File: src/rtl/dma_arb_pkg.sv
package dma_arb_pkg;
    localparam int NCH = 2;
    localparam logic MODE_STEAL = 1'b0;
    localparam logic MODE_BURST = 1'b1;

    typedef struct packed {
        logic [NCH-1:0] grant;
        logic           burst;
        logic           turn;   // 1: channel 1 is next in cycle-steal rotation
    } arb_state_t;
endpackage

File: src/rtl/dma_gap_timer.sv
module dma_gap_timer #(
    parameter int GAP = 8
) (
    input  logic clk,
    input  logic rst_n,
    input  logic load,
    output logic open
);
    localparam int CW = (GAP > 2) ? $clog2(GAP) : 1;
    localparam logic [CW-1:0] RELOAD = CW'(GAP - 1);

    logic [CW-1:0] cnt_d, cnt_q;

    always_comb begin
        cnt_d = cnt_q;
        if (load)
            cnt_d = RELOAD;
        else if (cnt_q != '0)
            cnt_d = cnt_q - 1'b1;
    end

    always_ff @(posedge clk) begin
        if (!rst_n) cnt_q <= '0;
        else        cnt_q <= cnt_d;
    end

    assign open = (cnt_q == '0);
endmodule

File: src/rtl/dma_pick.sv
module dma_pick
    import dma_arb_pkg::*;
(
    input  logic [NCH-1:0] req,
    input  logic [NCH-1:0] mode,
    input  logic           turn,
    output logic [NCH-1:0] pick
);
    always_comb begin
        if (req == 2'b11) begin
            if (mode[0] == MODE_BURST || mode[1] == MODE_BURST)
                pick = 2'b01;
            else
                pick = turn ? 2'b10 : 2'b01;
        end else begin
            pick = req;
        end
    end
endmodule

File: src/rtl/dma_pair_arbiter.sv
module dma_pair_arbiter
    import dma_arb_pkg::*;
#(
    parameter int GAP = 8
) (
    input  logic       clk,
    input  logic       rst_n,
    input  logic [1:0] req,
    input  logic [1:0] mode,
    input  logic [1:0] done,
    output logic [1:0] grant,
    output logic       cpu_own
);
    arb_state_t state_d, state_q;
    logic [NCH-1:0] pick;
    logic gap_open, gap_load, hold0, hold1;
    logic burst_q;

    dma_pick u_pick (
        .req  (req),
        .mode (mode),
        .turn (state_q.turn),
        .pick (pick)
    );

    dma_gap_timer #(.GAP(GAP)) u_gap (
        .clk   (clk),
        .rst_n (rst_n),
        .load  (gap_load),
        .open  (gap_open)
    );

    always_comb begin
        state_d  = state_q;
        gap_load = 1'b0;
        hold0 = state_q.grant[0] && state_q.burst && req[0] && !done[0];
        hold1 = state_q.grant[1] && state_q.burst && req[1] && !done[1] && !req[0];
        if (|state_q.grant) begin
            if (!(hold0 || hold1)) begin
                state_d.grant = '0;
                state_d.turn  = state_q.grant[0];
                gap_load      = !state_q.burst;
            end
        end else if (gap_open && (|pick)) begin
            state_d.grant = pick;
            state_d.burst = |(pick & mode);
        end
    end

    always_ff @(posedge clk) begin
        if (!rst_n) state_q <= '0;
        else        state_q <= state_d;
    end

    assign grant   = state_q.grant;
    assign cpu_own = ~|state_q.grant;
    assign burst_q = state_q.burst;
endmodule

File: config.mk
export PLATFORM = sky130hd
export DESIGN_NAME = dma_pair_arbiter
export DESIGN_NICKNAME = d
export VERILOG_FILES = /design/src/rtl/dma_arb_pkg.sv /design/src/rtl/dma_gap_timer.sv /design/src/rtl/dma_pick.sv /design/src/rtl/dma_pair_arbiter.sv
export SDC_FILE = /design/constraint.sdc
export NUM_CORES = 1
export LEC_CHECK = 0
export ABC_AREA = 1
export BUFFER_PORTS_ARGS = -buffer_cell sky130_fd_sc_hd__clkbuf_2
export CAP_MARGIN = 40
export CORE_MARGIN = 5
export CORE_UTILIZATION = 30
export CTS_CLUSTER_SIZE = 14
export DETAILED_ROUTE_END_ITERATION = 8
export SYNTH_ARGS = -nofsm -noshare
export SYNTH_HDL_FRONTEND = slang
export SYNTH_SLANG_ARGS = --single-unit
File: constraint.sdc
create_clock -name clk -period 1.17 [get_ports clk]
set_input_delay 0.351 -clock clk [delete_from_list [all_inputs] [get_ports clk]]
set_output_delay 0.351 -clock clk [all_outputs]
set_load 0.005 [all_outputs]
Yosys cells after proc, flatten, opt, wreduce, memory -nomap -nowiden --
Index checks and enable logic that the tools add are counted.
Cells by class: bitwise operators 3, equal/unequal tests 2, muxes and demuxes 10, reductions and logical operators 25, add/sub/neg operators 1
Operators with widths (number):
- 2-to-1 mux 2 bit | 5
- 2-to-1 mux 3 bit | 3
- logical AND 1 bit | 8
- AND reduction 2 bit | 3
- OR reduction 2 bit | 3
- logical NOT 1 bit | 5
- nonzero test 2 bit | 2
- logical NOT 3 bit | 1
- nonzero test 3 bit | 1
- subtractor 3 x 1 -> 3 bit, second input constant | 1
- bitwise AND 2 bit | 1
- equality test 2 bit, second input constant | 1
- logical OR 1 bit | 2
- 2-to-1 mux 1 bit | 2
- inequality test 2 bit, second input constant | 1
- inverter 1 bit | 2
Storage, ports and cells: output and inout port bits 3, register bits 7, word-level logic and storage cells 45, bits of input ports 8

Depth between registers and ports, before layout --
depth after elaboration 8, gate-level depth with buffers 10, mapped depth without buffers 10

Hierarchy --
From an unflattened synthesis, not the netlist that was laid out.
Second synthesis, totals: cell total of the unflattened synthesis 73, area total of the unflattened synthesis 459.2 µm²
By module, submodules not included:
- dma_pair_arbiter | area each 227.7 µm², times used 1, seq. area each 80.1 µm², cells an instance 35
- dma_gap_timer | area each 177.7 µm², times used 1, seq. area each 60.1 µm², cells an instance 28
- dma_pick | area each 53.8 µm², times used 1, seq. area each 0.0 µm², cells an instance 10

Worst setup path after synthesis --
OpenSTA, ideal clock, no wires.
kind reg-to-reg, start register u_gap.cnt_q[0], end register state_q, in the netlist burst_q, clock period less this slack 1142 ps, path slack 28 ps, required time 1061 ps, cell stages (with the launch flop) 10, arrival time 1033 ps, setup time 109 ps, path buffers 0, path through dfxtp_1 > inv_1 > ha_1 > nand2_4 > nor2_8 > nand2_4 > nand2_1 > nand3_1 > nand2_1 > inv_1
On the way: cells in the longest elaborated chain, start to end 3
RTL lines:
- from (decl) | RTL line dma_gap_timer.sv:12 | logic [CW-1:0] cnt_d, cnt_q;
- from (signal assigned) | RTL line dma_gap_timer.sv:24 | else cnt_q <= cnt_d;
- logical NOT 3 bit | RTL line dma_gap_timer.sv:27 | assign open = (cnt_q == '0);
- logical AND 1 bit | RTL line dma_pair_arbiter.sv:44 | end else if (gap_open && (|pick)) begin
- AND reduction 2 bit (no source line)
- to (signal assigned) | RTL line dma_pair_arbiter.sv:52 | else state_q <= state_d;
- to (decl) | RTL line dma_pair_arbiter.sv:14 | arb_state_t state_d, state_q;
Every way passes these cells. A chain may end at the register's enable or synchronous reset.

Worst setup path after layout --
start register state_q, in the netlist grant[0], end output cpu_own
On the way: cells in the longest elaborated chain, start to end 2
RTL lines:
- OR reduction 2 bit | RTL line dma_pair_arbiter.sv:56 | assign cpu_own = ~|state_q.grant;
- logical NOT 1 bit | RTL line dma_pair_arbiter.sv:56
- to (decl) | RTL line dma_pair_arbiter.sv:12 | output logic cpu_own
Every way passes these cells.

==> run metrics <==
status=finished, violations left; failing checks=setup timing; max_slew headroom=0.829; crit end category=primary output; Worst path slowest cell=dfxtp_4; Non-Filler Instances=101; Final setup viols=1; Yosys warning total=0; dpl ws=-0.0822 ns; commonest non-fill, non-tap cell in the layout=nand2_1; Layout area overhead=36.1%; Vias/cell=4.58; hold path start=rst_n; RSZ-0062 raised after global routing=true; full die area=2420 µm²; Final HPWL DP=around 750 µm; maximum vdd drop=1.05 mV; power per cell area=2490 nW/µm²; Fmax=0.837 GHz; initial antenna violation count=0; Final Hold Vio Count=0; Placed Cells=between 90 and 100; first-pass GRT wire length=between 1500 and 2000 µm; Post-Synthesis Cell Area=460 µm²; Synthesized Nets=between 70 and 80; worst endpoint data arrival time=0.84 ns; # rows=14; Period minus WS final=1.19 ns; Worst path top cell family by delay=flip-flops; CP Class=reg -> out; fin nets=96; RR Startpoint=u_gap.cnt_q[1]; TritonCTS Sinks=7; Die X=49.2 µm; Post-Synthesis Cells=66; IO buf count=10; number of antenna diodes=0; Slew Limit Fails=0; post-DR wirelength/cell=9.56 µm; vias in the first global route=399; CTS tree=built; post-synthesis sequential area ratio=0.304; top-level I/O count=11; most frequent cells in the layout=nand2_1, clkbuf_2, inv_1; Critical Path Fanout Max=6; startpoint types=register; post-route ant nets=0; Starting Density=0.309; final WL=966 µm; Fin Hold WS=about 0.31 ns; Slew @ Worst Pin=0.253 ns; GRT Overall Usage=0.0870; grt ovf=0; CTS root buf=clkbuf_4; core region area=between 1000 and 1500 µm²; clock slew at reported path FFs=0.06 ns; maximum level of the CTS H-tree=1; Pleak=a little over 0.3 nW; maximum clock path buffer count=2; Unique masters post-synth=19; Num CTS Buffers=3; Die H=49.2 µm; fraction of layout cells with a size suffix above 1=0.435; vias=463; initial drt markers=7; largest stage delay on the critical path=between 0.3 and 0.4 ns; # hold bufs at CTS=0; hold crit path type=in -> reg; critical path, cell by cell=nor2_4, buf_6; clk_skew=0.00961 ns; global placer's final weighted congestion=0.736; critical path required time=between 0.8 and 0.9 ns; syn_area_per_cell=~7 µm²; largest net degree at the start of global routing=7; post-route clock period utilization=1.02; number of remaining DRC errors=0; Seq cells post-synth=7; # Max-Cap Violations=0; Worst Setup SP=grant[0]; Core Util, Final=0.421; CP Buf/Inv Count=1; 1st-pass router iterations=4; Final WS setup=-0.0248 ns; Skew-Pair Late Insertion Delay=~0.26 ns
Yosys cell counts:
cell / n / share of area
nand2_1: 14 / 0.11
nor2_8: 1 / 0.043
dfxtp_1: 7 / 0.30
or2_1: 1 / 0.014
o21ai_0: 1 / 0.011
inv_1: 10 / 0.082
nand2_2: 1 / 0.014
nor2_1: 3 / 0.024
or2_2: 1 / 0.014
nand4_1: 1 / 0.014
ha_1: 2 / 0.054
nand3_1: 6 / 0.065
o21ai_1: 1 / 0.011
nand2_4: 3 / 0.073
clkinv_1: 1 / 0.0081
nor2_2: 4 / 0.054
inv_2: 2 / 0.016
a21oi_2: 1 / 0.019
a21oi_1: 6 / 0.065
final cells by class:
class / instances / area (µm²)
repair buffers: 15 / 93.8
multi-input cells: 46 / 289
inverters: 13 / 48.8
fillers: 152 / 862
flip-flops and latches: 7 / 149
clock buffers: 4 / 26.3
well taps: 16 / 20.0
repair_timing:
item / CTS / global route
endpoints found under the setup margin: 7 / 5
buffers inserted: 1 / 0
pin swaps: 3 / 1
gates resized for setup: 8 / 4
power by group:
part | switching, W | total (W) | internal [W]
clock | 0.0000935 | 0.000224 | 0.000130
combinational | 0.000485 | 0.000921 | 0.000436
sequential | 0.0000792 | 0.000418 | 0.000338
total | 0.000658 | 0.00156 | 0.000905
sequential cells by signal, indices dropped and copies added (netlist names):
name	cells
burst_q	1
grant	2
state_q	1
u_gap.cnt_q	3
worst min-delay path, delay by kind of cell:
family	cells	cell delay, ns
simple gates	1	0.05
buf+inv	2	0.14
final timing paths:
check,slack [ns],cells after the start,endpoint
max,-0.02,2,cpu_own
min,0.31,3,burst_q
max reg2reg,0.02,6,u_gap.cnt_q[2]
min reg2reg,0.46,2,state_q[0]
stage by stage:
step                      setup TNS [ns]  cell area (µm²)  total power (W)
after global placement           -0.0702              561          0.00122
final                            -0.0248              627          0.00156
after detailed placement         -0.0828              561          0.00123
after floorplan                        0              460          0.00102
after CTS                        -0.0308              617          0.00155
after global routing              -0.203              627          0.00172
cells by family (layout without fill, tap and decap cells):
group | count (synthesis) | count (layout) | share of synthesized area
and+or+nand+nor | 35 | 35 | 0.429
buffers and inverters | 13 | 32 | 0.106
AOI/OAI and AO/OA | 9 | 9 | 0.106
DFF | 7 | 7 | 0.304
adders and majority gates | 2 | 2 | 0.0543
layer usage:
layer / wire [µm] / global-route usage / share of wire
met1: 380 / 0.0852 / 0.39
met5: 0 / 0 / 0
met3: 57 / 0.0459 / 0.059
met4: 26 / 0.0673 / 0.027
met2: 502 / 0.135 / 0.52
No activity file was read; power rests on OpenSTA's default activity.
